==> src/rtl/irqc_pkg.sv <==
package irqc_pkg;
   localparam int LVL_W = 3;
   typedef logic [LVL_W-1:0] lvl_t;
   localparam lvl_t LVL_OFF = '0;
   localparam lvl_t LVL_TOP = '1;
endpackage

==> src/rtl/irqc_src_bank.sv <==
module irqc_src_bank
   import irqc_pkg::*;
#(
   parameter int NUM_SRC = 8
) (
   input  logic                     clk,
   input  logic                     rst_n,
   input  logic [NUM_SRC-1:0]       hw_set,
   input  logic [NUM_SRC-1:0]       sw_sel,
   input  logic                     sw_keep,
   input  lvl_t                     sw_lvl,
   input  logic [NUM_SRC-1:0]       ack_clr,
   output logic [NUM_SRC-1:0]       pend_q,
   output lvl_t [NUM_SRC-1:0]       lvl_q
);
   for (genvar i = 0; i < NUM_SRC; i++) begin : g_src
      logic clr_now;
      assign clr_now = (sw_sel[i] && !sw_keep) || ack_clr[i];

      // hardware set has priority over any clear
      always_ff @(posedge clk) begin
         if (!rst_n)          pend_q[i] <= 1'b0;
         else if (hw_set[i])  pend_q[i] <= 1'b1;
         else if (clr_now)    pend_q[i] <= 1'b0;
      end

      always_ff @(posedge clk) begin
         if (!rst_n)          lvl_q[i] <= LVL_OFF;
         else if (sw_sel[i])  lvl_q[i] <= sw_lvl;
      end

      // a pulse always leaves the flag set
      a_r11_set_wins: assert property (@(posedge clk) disable iff (!rst_n)
         hw_set[i] |=> pend_q[i]);
      // nothing but a hardware pulse can raise a flag
      a_r10_no_sw_set: assert property (@(posedge clk) disable iff (!rst_n)
         (!pend_q[i] && !hw_set[i]) |=> !pend_q[i]);
      // level changes only by a write to its own address
      a_r12_lvl_own: assert property (@(posedge clk) disable iff (!rst_n)
         !sw_sel[i] |=> $stable(lvl_q[i]));
   end
endmodule

==> src/rtl/irqc_arbiter.sv <==
module irqc_arbiter
   import irqc_pkg::*;
#(
   parameter int NUM_SRC = 8,
   parameter int IDX_W   = 3
) (
   input  logic                     clk,
   input  logic                     rst_n,
   input  logic                     glb_en,
   input  lvl_t                     thr,
   input  logic [NUM_SRC-1:0]       pend,
   input  lvl_t [NUM_SRC-1:0]       lvl,
   output logic                     win_vld,
   output logic [IDX_W-1:0]         win_idx,
   output lvl_t                     win_lvl
);
   // scan upward; strict compare keeps the lowest index on a tie
   always_comb begin
      win_vld = 1'b0;
      win_idx = '0;
      win_lvl = LVL_OFF;
      for (int i = 0; i < NUM_SRC; i++) begin
         if (glb_en && pend[i] && (lvl[i] > thr) && (lvl[i] > win_lvl)) begin
            win_vld = 1'b1;
            win_idx = IDX_W'(i);
            win_lvl = lvl[i];
         end
      end
   end

   // a threshold at the top level admits nothing
   a_r6_top_masks: assert property (@(posedge clk) disable iff (!rst_n)
      (thr == LVL_TOP) |-> !win_vld);
   // disabled controller nominates nothing
   a_r5_en_gate: assert property (@(posedge clk) disable iff (!rst_n)
      !glb_en |-> !win_vld);
   // a nominee never has level zero and is pending
   a_r4_nonzero: assert property (@(posedge clk) disable iff (!rst_n)
      win_vld |-> (win_lvl != LVL_OFF) && pend[win_idx]);
endmodule

==> src/rtl/irqc_offer.sv <==
module irqc_offer
   import irqc_pkg::*;
#(
   parameter int NUM_SRC = 8,
   parameter int IDX_W   = 3
) (
   input  logic                     clk,
   input  logic                     rst_n,
   input  logic                     win_vld,
   input  logic [IDX_W-1:0]         win_idx,
   input  lvl_t                     win_lvl,
   input  logic                     ack,
   output logic                     off_vld,
   output logic [IDX_W-1:0]         off_idx,
   output lvl_t                     off_lvl,
   output logic [NUM_SRC-1:0]       ack_clr
);
   always_ff @(posedge clk) begin
      if (!rst_n) begin
         off_vld <= 1'b0;
         off_idx <= '0;
         off_lvl <= LVL_OFF;
      end else if (off_vld) begin
         if (ack) off_vld <= 1'b0;
      end else if (win_vld) begin
         off_vld <= 1'b1;
         off_idx <= win_idx;
         off_lvl <= win_lvl;
      end
   end

   for (genvar i = 0; i < NUM_SRC; i++) begin : g_clr
      assign ack_clr[i] = off_vld && ack && (off_idx == IDX_W'(i));
   end

   // offer is frozen until acknowledged
   a_r8_hold: assert property (@(posedge clk) disable iff (!rst_n)
      (off_vld && !ack) |=> off_vld && $stable(off_idx) && $stable(off_lvl));
   // acknowledge drops the offer
   a_r9_ack_drop: assert property (@(posedge clk) disable iff (!rst_n)
      (off_vld && ack) |=> !off_vld);
   // at most one source is cleared per acknowledge
   a_r9_one_clr: assert property (@(posedge clk) disable iff (!rst_n)
      $onehot0(ack_clr));
endmodule

==> src/rtl/irq_level_ctrl.sv <==
module irq_level_ctrl
   import irqc_pkg::*;
#(
   parameter int NUM_SRC = 8,
   parameter int DATA_W  = 8,
   parameter int IDX_W   = (NUM_SRC > 1) ? $clog2(NUM_SRC) : 1,
   parameter int ADDR_W  = $clog2(NUM_SRC + 2)
) (
   input  logic                     clk,
   input  logic                     rst_n,
   input  logic [NUM_SRC-1:0]       src_req,
   input  logic                     reg_we,
   input  logic [ADDR_W-1:0]        reg_addr,
   input  logic [DATA_W-1:0]        reg_wdata,
   output logic [DATA_W-1:0]        reg_rdata,
   output logic                     irq_valid,
   output logic [IDX_W-1:0]         irq_idx,
   output logic [LVL_W-1:0]         irq_lvl,
   input  logic                     irq_ack
);
   localparam logic [ADDR_W-1:0] A_EN  = ADDR_W'(0);
   localparam logic [ADDR_W-1:0] A_THR = ADDR_W'(1);
   localparam int                A_SRC = 2;

   if (NUM_SRC < 1)                 begin : g_bad_n   $error("NUM_SRC must be at least 1"); end
   if (DATA_W < LVL_W + 1)          begin : g_bad_w   $error("DATA_W too small for a source register"); end
   if ((1 << IDX_W) < NUM_SRC)      begin : g_bad_i   $error("IDX_W too small"); end
   if ((1 << ADDR_W) < NUM_SRC + 2) begin : g_bad_a   $error("ADDR_W too small"); end

   if (DATA_W > LVL_W + 1) begin : g_spare
      logic unused_wdata;
      assign unused_wdata = ^reg_wdata[DATA_W-1:LVL_W+1];
   end

   logic                en_q;
   lvl_t                thr_q;
   logic [NUM_SRC-1:0]  pend_q;
   lvl_t [NUM_SRC-1:0]  lvl_q;
   logic [NUM_SRC-1:0]  sw_sel;
   logic [NUM_SRC-1:0]  ack_clr;
   logic                win_vld;
   logic [IDX_W-1:0]    win_idx;
   lvl_t                win_lvl;

   always_ff @(posedge clk) begin
      if (!rst_n) begin
         en_q  <= 1'b0;
         thr_q <= LVL_OFF;
      end else if (reg_we) begin
         if (reg_addr == A_EN)  en_q  <= reg_wdata[0];
         if (reg_addr == A_THR) thr_q <= reg_wdata[LVL_W-1:0];
      end
   end

   for (genvar i = 0; i < NUM_SRC; i++) begin : g_sel
      assign sw_sel[i] = reg_we && (reg_addr == ADDR_W'(A_SRC + i));
   end

   always_comb begin
      reg_rdata = '0;
      if (reg_addr == A_EN)       reg_rdata[0] = en_q;
      else if (reg_addr == A_THR) reg_rdata[LVL_W-1:0] = thr_q;
      for (int i = 0; i < NUM_SRC; i++) begin
         if (reg_addr == ADDR_W'(A_SRC + i)) reg_rdata[LVL_W:0] = {lvl_q[i], pend_q[i]};
      end
   end

   irqc_src_bank #(.NUM_SRC(NUM_SRC)) u_bank (
      .clk     (clk),
      .rst_n   (rst_n),
      .hw_set  (src_req),
      .sw_sel  (sw_sel),
      .sw_keep (reg_wdata[0]),
      .sw_lvl  (reg_wdata[LVL_W:1]),
      .ack_clr (ack_clr),
      .pend_q  (pend_q),
      .lvl_q   (lvl_q)
   );

   irqc_arbiter #(.NUM_SRC(NUM_SRC), .IDX_W(IDX_W)) u_arb (
      .clk     (clk),
      .rst_n   (rst_n),
      .glb_en  (en_q),
      .thr     (thr_q),
      .pend    (pend_q),
      .lvl     (lvl_q),
      .win_vld (win_vld),
      .win_idx (win_idx),
      .win_lvl (win_lvl)
   );

   irqc_offer #(.NUM_SRC(NUM_SRC), .IDX_W(IDX_W)) u_offer (
      .clk     (clk),
      .rst_n   (rst_n),
      .win_vld (win_vld),
      .win_idx (win_idx),
      .win_lvl (win_lvl),
      .ack     (irq_ack),
      .off_vld (irq_valid),
      .off_idx (irq_idx),
      .off_lvl (irq_lvl),
      .ack_clr (ack_clr)
   );

   // a fresh offer clears the threshold and the enable of its capture edge
   a_r6_fresh_above: assert property (@(posedge clk) disable iff (!rst_n)
      $rose(irq_valid) |-> (irq_lvl > $past(thr_q)) && $past(en_q));
   // acknowledged flag is gone unless re-pulsed
   a_r9_ack_clears: assert property (@(posedge clk) disable iff (!rst_n)
      (irq_valid && irq_ack && !src_req[irq_idx]) |=> !pend_q[$past(irq_idx)]);
   // global settings move only on their own writes
   a_r12_glb_stable: assert property (@(posedge clk) disable iff (!rst_n)
      !(reg_we && (reg_addr == A_EN || reg_addr == A_THR)) |=> $stable(en_q) && $stable(thr_q));
endmodule

==> config.mk <==
export PLATFORM = sky130hd
export DESIGN_NAME = irq_level_ctrl
export DESIGN_NICKNAME = d
export VERILOG_FILES = /design/src/rtl/irqc_pkg.sv /design/src/rtl/irqc_src_bank.sv /design/src/rtl/irqc_arbiter.sv /design/src/rtl/irqc_offer.sv /design/src/rtl/irq_level_ctrl.sv
export SDC_FILE = /design/constraint.sdc
export NUM_CORES = 1
export LEC_CHECK = 0
export BUFFER_PORTS_ARGS = -buffer_cell sky130_fd_sc_hd__buf_2
export CAP_MARGIN = 10
export CORE_MARGIN = 2
export CORE_UTILIZATION = 42
export CTS_BUF_LIST = sky130_fd_sc_hd__clkbuf_8
export DETAILED_ROUTE_END_ITERATION = 7
export HOLD_SLACK_MARGIN = 0.15
export SYNTH_ARGS = -nofsm -noshare
export SYNTH_HDL_FRONTEND = slang
export SYNTH_SLANG_ARGS = --single-unit
==> constraint.sdc <==
create_clock -name clk -period 11.9 [get_ports clk]
set_input_delay 2.38 -clock clk [delete_from_list [all_inputs] [get_ports clk]]
set_output_delay 2.38 -clock clk [all_outputs]
set_load 0.02 [all_outputs]
==> results of run 1 <==
[what timing repair did]
action	CTS	global route
hold buffers	0	0
setup endpoints to repair	0	6
resized for setup	0	6
[sequential cells by signal, summed over array words and instances, names as in the netlist]
signal	cells
u_offer.off_lvl	3
en_q	1
thr_q	3
u_offer.off_idx	3
u_offer.off_vld	1
u_bank.lvl_q	24
u_bank.pend_q	8
[cell usage after synthesis, types with 3 or more instances]
cell type | instances | share of area
a221oi_1 | 4 | 0.0097
inv_1 | 29 | 0.030
nor3_1 | 5 | 0.0070
mux4_2 | 4 | 0.025
nand3_1 | 26 | 0.036
ha_1 | 40 | 0.14
nor2_1 | 48 | 0.050
o221ai_1 | 3 | 0.0073
o21a_1 | 5 | 0.010
nor2b_1 | 9 | 0.016
mux2i_1 | 31 | 0.086
o21ai_0 | 18 | 0.025
buf_4 | 4 | 0.0084
nand3b_1 | 8 | 0.017
dfxtp_1 | 43 | 0.24
clkbuf_1 | 15 | 0.016
nand2b_1 | 3 | 0.0052
a31oi_1 | 3 | 0.0052
nand2_1 | 29 | 0.030
nand4_1 | 5 | 0.0087
or3_1 | 3 | 0.0052
mux2_2 | 6 | 0.019
and3_1 | 8 | 0.014
a21oi_1 | 31 | 0.043
[layout by cell type (no fill, tap or decap), types with 3 or more instances in the layout]
cell type  count
nor2_1        46
dfxtp_1       43
ha_1          40
a21oi_1       31
mux2i_1       31
inv_1         30
buf_2         30
nand2_1       29
nand3_1       26
o21ai_0       17
nor2b_1        9
buf_4          9
nand3b_1       8
and3_1         8
mux2_2         6
nand4_1        5
nor3_1         5
o21a_1         5
clkbuf_8       5
a221oi_1       4
mux4_2         4
conb_1         4
nor2_2         3
or3_1          3
nand2b_1       3
a31oi_1        3
o221ai_1       3
[worst max-delay path, delay by kind of cell, from the launching register on]
| kind | cells | cell delay [ps] |
|---|---|---|
| adders and majority gates | 8 | 2140 |
| buffers and inverters | 3 | 400 |
| AOI/OAI and AO/OA | 13 | 2600 |
| muxes | 4 | 1390 |
| DFF | 1 | 360 |
| and+or+nand+nor | 22 | 4120 |
[cell type report]
type	instances	share of cell area
flip-flops and latches	43	0.2188
repair buffers	39	0.05533
well taps	105	0.03339
inverters	29	0.02766
clock buffers	5	0.01749
clock inverters	3	0.004134
multi-input cells	342	0.6432
[kinds of logic (layout without fill, tap and decap cells)]
group / count (synthesis) / count (layout) / synth area share
compound gates: 99 / 99 / 0.2053
flops: 43 / 43 / 0.2394
other cells: 1 / 4 / 0.001043
buf+inv: 52 / 76 / 0.06297
fa+ha+maj: 41 / 41 / 0.1420
simple gates: 155 / 155 / 0.2119
mux: 43 / 43 / 0.1374
[routing by layer]
metal | vias up | share of wire | GRT usage
li1 | 1634 | - | -
met1 | 1561 | 0.49 | 0.3133
met2 | 61 | 0.47 | 0.3709
met3 | 9 | 0.038 | 0.03646
met4 | 0 | 0.0099 | 0.04577
met5 | - | 0 | 0
[power breakdown]
| part | internal (mW) | switching, mW |
|---|---|---|
| logic | 0.0140 | 0.0222 |
| clock network | 0.0403 | 0.0529 |
| registers | 0.147 | 0.00428 |
[metrics by stage]
step	util	setup slack, ps	total power, mW	area (um2)	TNS, ps
after floorplan	-	1166	0.1791	3607	0
after global placement	0.4648	631.2	0.1896	3839	0
after detailed placement	0.4648	454.9	0.1904	3839	0
after CTS	0.4752	398.4	0.2813	3924	0
after global routing	0.4765	-29.15	0.2915	3935	-29.15
final	0.4765	751.2	0.2806	3935	0
[final timing paths]
| kind | start | to | cells past startpoint |
|---|---|---|---|
| worst max-delay path | thr_q[1]$_SDFFE_PN0P_ | u_offer.off_idx[1]$_SDFFE_PN0P_ | 50 |
| worst min-delay path | thr_q[2]$_SDFFE_PN0P_ | thr_q[2]$_SDFFE_PN0P_ | 2 |
| worst max register to register | thr_q[1]$_SDFFE_PN0P_ | u_offer.off_idx[1]$_SDFFE_PN0P_ | 50 |
| worst min register to register | thr_q[2]$_SDFFE_PN0P_ | thr_q[2]$_SDFFE_PN0P_ | 2 |
==> results.cfg, run 1 <==
[outcome]
outcome = finished, final reports clean

[synth]
ys.flop_type = dfxtp_1
synth-edff-count = 0
synth_area_mm2 = 0.003596
synthArstFlopShare = 0
ys_ff_latch = 43
synth_area_per_cell_um2 = 8.286
ys_warn_count = 0
postSynthCellCount = 434
ys_seq_area_frac = 0.2394
yosysUniqueCellTypes = 65

[timing]
finalHoldViolCount = 0
skew_ps = 9.946
worst_slew_pin_slew_ps = 807.0
whs_ps = 468.9
min_period_ps = 11150
finalSetupViolCount = 0
maxSlewViolCount = 0
fmax_mhz = 89.70
min_period_over_period = 0.9369
slew_headroom = 0.4579

[cts]
path_clk_slew_ps = 90
clockBufferDepth = 2
cts_root_buffer = clkbuf_8
cts_tree = yes
cts_buffers = 5
clk_latency_ps = 300
clock_sinks = 43
cts_setup_buffers = 0
htree_levels = 2

[placement]
dpl.hpwl_um = 7752
routabilityCongestion = 0.8935
place.port_buffers = 30
dp_cells = 558

[drt]
wl_per_cell_um = 17.68
drc = 0
via_count = 3265
drt_iter0_drc = 147
drt_first_pass_iters = 4
routed_wl_um = 10010
vias_per_cell = 5.769
ant_nets = 0

[critical_path]
cp_common_cell = ha_1
cpPeakStageDelay_ps = 440
crit_path_end_kind = flop
critical_path_class = reg -> reg
crit_arrival_ps = 11350
path_max_fanout = 9
cp_slowest_cell = or3_1
required_ps = 12100
worst-r2r-setup-slack_ps = 750
worstSetupStartpointType = flop

[grt]
grt_usage = 0.2256
grt_overflow = 0
antenna_found_initial = 0
grt_pass1_wl_um = 16050
grt_pass1_vias = 3073
grt_max_degree = 41

[cells_and_area]
regArea_um2 = 860.8
finalNonFillerCells = 566
diodes = 0
area_growth_pct = 9.429
multi_input_area_mm2 = 0.002531
final_layout_size_suffix_gt1_frac = 0.1562
nNetsFinal = 524
nFillCells = 838

[floorplanning]
start_util = 0.4355
die_h_um = 96.53
ios = 39
core_mm2 = 0.008258
die_area_mm2 = 0.009318
fp-row-count = 33
die_w_um = 96.53

[hold_path]
hold_path_class = reg -> reg

[pwr]
ir_worst_vdd_v = 0.00004291
power_density_mw_per_mm2 = 71.31
p_leak_nw = 1.695

[run]
maxCapViolations = 0
Note: power is estimated with default switching activity, not from simulation.
==> run 2: changes to the inputs <==
CORE_MARGIN = not set   (was 2)
clock period = 12.7 ns   (was 11.9 ns; I/O delays follow)
==> results.cfg, run 2 (same netlist as run 1, synthesis figures left out) <==
[cts]
clockBufferDepth = 2
htree_levels = 2
clock_sinks = 43
cts_root_buffer = clkbuf_8
cts_tree = yes
cts_buffers = 5
path_clk_slew_ps = 90
postCtsHoldBufs = 0
clk_latency_ps = 300

[hold_path]
whs_path_depth = 2
hold_path_class = reg -> reg

[drt]
ant_nets = 0
wl_per_cell_um = 17.74
dr.max_layer_used = met4
drt_iter0_drc = 257
drc = 0
drt_first_pass_iters = 5
via_count = 3299
wl_met1_um = 4701
wl_met3_um = 517
routed_wl_um = 9988
vias_per_cell = 5.860
met2_length_um = 4553

[critical_path]
required_ps = 12900
critical_path_class = reg -> reg
worst-r2r-setup-slack_ps = 930
r2r_cells = 49
path_max_fanout = 10
crit_path_end_kind = flop
cp_common_cell = ha_1
cp_slowest_cell = or3_1
worstSetupStartpointType = flop
cpPeakStageDelay_ps = 450
crit_arrival_ps = 11980
cp.depth = 49
path_delay_family = simple AND/OR/NAND/NOR gates
worst-path-buf-inv = 2

[placement]
dpl.hpwl_um = 7693
routabilityCongestion = 0.9150
place_worst_setup_slack_ps = 440.2
dp_cells = 553
place.port_buffers = 30

[timing]
min_period_over_period = 0.9270
slew_headroom = 0.4519
rsz0062_at_grt = false
finalHoldViolCount = 0
skew_ps = 10.60
maxSlewViolCount = 0
finalSetupViolCount = 0
setup_ws_ps = 927.2
worst_slew_pin_slew_ps = 815.9
setup-tns-final_ps = 0
fmax_mhz = 84.94
min_period_ps = 11770

[grt]
grt_pass1_vias = 3104
grt_overflow = 0
antenna_found_initial = 0
grt_pass1_wl_um = 15960
grt_max_degree = 30
grt_usage = 0.2357

[cells_and_area]
finalNonFillerCells = 563
reg.largest.list = u_bank.lvl_q: 24 flops, u_bank.pend_q: 8 flops
multi_input_area_mm2 = 0.002526
nFillCells = 847
area_growth_pct = 9.777
largest_register_ffs = 24
diodes = 0
finish.utilization = 0.4780
final_common_cell = nor2_1
nNetsFinal = 521
regArea_um2 = 860.8
final_layout_size_suffix_gt1_frac = 0.1485
largest_register = u_bank.lvl_q
layout_common_cells = 48 x nor2_1, 43 x dfxtp_1, 40 x ha_1, 31 x a21oi_1, 31 x mux2i_1

[floorplanning]
die_w_um = 94.53
die_h_um = 94.53
core_mm2 = 0.008258
die_area_mm2 = 0.008936
start_util = 0.4355
fp-row-count = 33
ios = 39

[outcome]
outcome = finished, final reports clean

[pwr]
power_density_mw_per_mm2 = 73.76
ir_worst_vdd_v = 0.00005928
p_leak_nw = 1.699

[run]
maxCapViolations = 0
[run 2: worst min-delay path: stages (launching register included)]
cell     delay, ps
dfxtp_1        320
nand2_1         50
a21oi_1         50
[run 2: layer usage]
metal,vias to the layer above,track usage
met5,-,0
met3,14,0.04187
li1,1624,-
met1,1571,0.3229
met2,90,0.3678
met4,0,0.08712
[run 2: where the power goes]
part           switching (mW)  internal [mW]  total [mW]
combinational          0.0209         0.0131      0.0340
clock                  0.0509         0.0648       0.116
sequential            0.00390          0.138       0.142
total                  0.0756          0.216       0.291
[run 2: path summary, 6_finish.rpt]
| kind | start | endpoint |
|---|---|---|
| min | thr_q[2]$_SDFFE_PN0P_ | thr_q[2]$_SDFFE_PN0P_ |
| max reg2reg | thr_q[1]$_SDFFE_PN0P_ | u_offer.off_lvl[0]$_SDFFE_PN0P_ |
| max | thr_q[1]$_SDFFE_PN0P_ | u_offer.off_lvl[0]$_SDFFE_PN0P_ |
| min reg2reg | thr_q[2]$_SDFFE_PN0P_ | thr_q[2]$_SDFFE_PN0P_ |
[run 2: area by class of cell]
| type | instances | area share |
|---|---|---|
| Clock buffer | 6 | 0.02092 |
| Clock inverter | 2 | 0.009826 |
| Inverter | 29 | 0.02853 |
| Multi-Input combinational cell | 342 | 0.6399 |
| Sequential cell | 43 | 0.2181 |
| Tap cell | 105 | 0.03328 |
| Timing Repair Buffer | 36 | 0.04945 |
[run 2: per-stage QoR]
step                      area, um2  power, mW  hold WS (ps)
after detailed placement       3801     0.1780         455.7
after global placement         3801     0.1773         448.5
after floorplan                3607     0.1678         436.3
after CTS                      3923     0.2931         468.6
after global routing           3948     0.3044         503.0
final                          3948     0.2912         468.9
[run 2: repair_timing]
item / CTS / global route
resized for setup: 0 / 5
buffers inserted: 0 / 2
endpoints found under the setup margin: 0 / 6
==> run 3: changes to the inputs <==
RECOVER_POWER = 100   (was not set)
==> results.cfg, run 3 (same netlist as run 1, synthesis figures left out) <==
[critical_path]
path_max_fanout = 10
path_delay_family = simple AND/OR/NAND/NOR gates
startpoint = thr_q[1]$_SDFFE_PN0P_
crit_end = u_offer.off_lvl[0]$_SDFFE_PN0P_
cp_common_cell = ha_1
cp.depth = 49
crit_path_end_kind = flop
required_ps = 12900
r2r-end = u_offer.off_lvl[0]$_SDFFE_PN0P_
cpPeakStageDelay_ps = 450
reg2reg_from = thr_q[1]$_SDFFE_PN0P_
r2r_cells = 49
worst-path-buf-inv = 2
critical_path_class = reg -> reg
cp_slowest_cell = or3_1
worstSetupStartpointType = flop
worst-r2r-setup-slack_ps = 870
crit_arrival_ps = 12030

[grt]
grt_usage = 0.2357
grt_max_degree = 30
antenna_found_initial = 0
met1_usage = 0.3229
grt_busiest_layer = met2
use_met3 = 0.04187
grt_pass1_wl_um = 15960
grt_pass1_vias = 3104
met2_usage = 0.3678
grt_overflow = 0

[floorplanning]
start_util = 0.4355
core_mm2 = 0.008258
fp-row-count = 33
die_area_mm2 = 0.008936
die_w_um = 94.53
ios = 39
die_h_um = 94.53

[drt]
vias_per_cell = 5.854
drt_iter0_drc = 291
via_count = 3296
wl_per_cell_um = 17.72
drt_first_pass_iters = 5
drc = 0
ant_nets = 0
routed_wl_um = 9975

[placement]
dp_cells = 553
dpl.hpwl_um = 7693
place.port_buffers = 30
routabilityCongestion = 0.9150

[cells_and_area]
layout_common_cells = 48 x nor2_1, 43 x dfxtp_1, 40 x ha_1, 31 x a21oi_1, 31 x mux2i_1
nNetsFinal = 521
nFillCells = 851
finalNonFillerCells = 563
final_common_cell = nor2_1
largest_register = u_bank.lvl_q
area_growth_pct = 9.325
largest_register_ffs = 24
final_layout_size_suffix_gt1_frac = 0.1201
finish.utilization = 0.4761
reg.largest.list = u_bank.lvl_q: 24 flops, u_bank.pend_q: 8 flops
diodes = 0

[pwr]
swShare = 0.2603
p_switching_mw = 0.07581
combPwrFrac = 0.116
power_density_mw_per_mm2 = 74.07
p_leak_nw = 1.646
p_int_mw = 0.2154
pwr-share-seq = 0.486
ir_worst_vdd_v = 0.00005931
clkPwrFrac = 0.398

[cts]
cts_buffers = 5
clk_latency_ps = 300
cts_tree = yes
path_clk_slew_ps = 90
clockBufferDepth = 2
cts_root_buffer = clkbuf_8
postCtsHoldBufs = 0
htree_levels = 2
clock_sinks = 43

[timing]
min_period_ps = 11830
rsz0062_at_grt = false
min_period_over_period = 0.9313
finalHoldViolCount = 0
worst_slew_pin_slew_ps = 1072
slew_headroom = 0.2851
finalSetupViolCount = 0
skew_ps = 10.80
setup-tns-final_ps = 0
fmax_mhz = 84.55
maxSlewViolCount = 0

[outcome]
outcome = finished, final reports clean

[hold_path]
hold_path_class = reg -> reg

[run]
maxCapViolations = 0
[run 3: changes by cell type in the layout (fill, tap and decap cells not counted)]
| cell | delta |
|---|---|
| clkbuf_1 | +13 |
| or2_1 | -1 |
| buf_2 | -13 |
| or2_0 | +1 |
[run 3: worst reg2reg max path: cells and delay by family, from the launching register on]
kind	cells	cell delay [ps]
buffers and inverters	2	340
AND/OR/NAND/NOR	21	4180
AO/OA/AOI/OAI	14	3210
multiplexers	4	1430
flip-flops	1	410
adder cells (fa/ha/maj)	8	2180
[run 3: area by class of cell]
class / instances / area (um2) / share of cell area
flip-flops and latches: 43 / 860.8 / 0.2190
clock buffers: 6 / 82.58 / 0.02101
inverters: 29 / 112.6 / 0.02864
clock inverters: 2 / 38.79 / 0.009866
multi-input cells: 342 / 2526 / 0.6426
repair buffers: 36 / 178.9 / 0.04551
well taps: 105 / 131.4 / 0.03342
[run 3: routing by layer]
metal	up-vias	share of wire
li1	1623	-
met1	1567	0.47
met2	92	0.45
met3	14	0.050
met4	0	0.021
met5	-	0
[run 3: power groups by stage]
stage	Sequential [mW]	Clock [mW]	Combinational [mW]
2_1_floorplan	0.143	0	0.0249
3_3_place_gp	0.145	0	0.0327
3_5_place_dp	0.145	0	0.0334
4_1_cts	0.141	0.118	0.0337
5_1_grt	0.142	0.125	0.0377
6_report	0.142	0.116	0.0338
[run 3: worst min path at each step]
stage | end | start | slack, ps | depth (start not counted)
after floorplan | thr_q[2]$_SDFFE_PN0P_ | thr_q[2]$_SDFFE_PN0P_ | 440 | 2
after global placement | thr_q[2]$_SDFFE_PN0P_ | thr_q[2]$_SDFFE_PN0P_ | 450 | 2
after detailed placement | thr_q[2]$_SDFFE_PN0P_ | thr_q[2]$_SDFFE_PN0P_ | 460 | 2
after CTS | thr_q[2]$_SDFFE_PN0P_ | thr_q[2]$_SDFFE_PN0P_ | 470 | 2
after global routing | thr_q[2]$_SDFFE_PN0P_ | thr_q[2]$_SDFFE_PN0P_ | 500 | 2
final | thr_q[2]$_SDFFE_PN0P_ | thr_q[2]$_SDFFE_PN0P_ | 470 | 2
[run 3: stage by stage]
step                      setup slack [ps]  cell area [um2]  power (mW)  hold WS [ps]
after floorplan                       1966             3607      0.1678         436.3
after global placement               546.8             3801      0.1773         448.5
after detailed placement             440.2             3801      0.1780         455.7
after CTS                            353.1             3923      0.2931         468.6
after global routing                 67.19             3931      0.3042         503.0
final                                872.4             3931      0.2912         471.8
[run 3: what timing repair did]
| item | 4_1_cts | 5_1_grt |
|---|---|---|
| gates resized for setup | 0 | 5 |
| endpoints found under the hold margin | 0 | 0 |
| setup endpoints to repair | 0 | 6 |
| setup buffers | 0 | 2 |
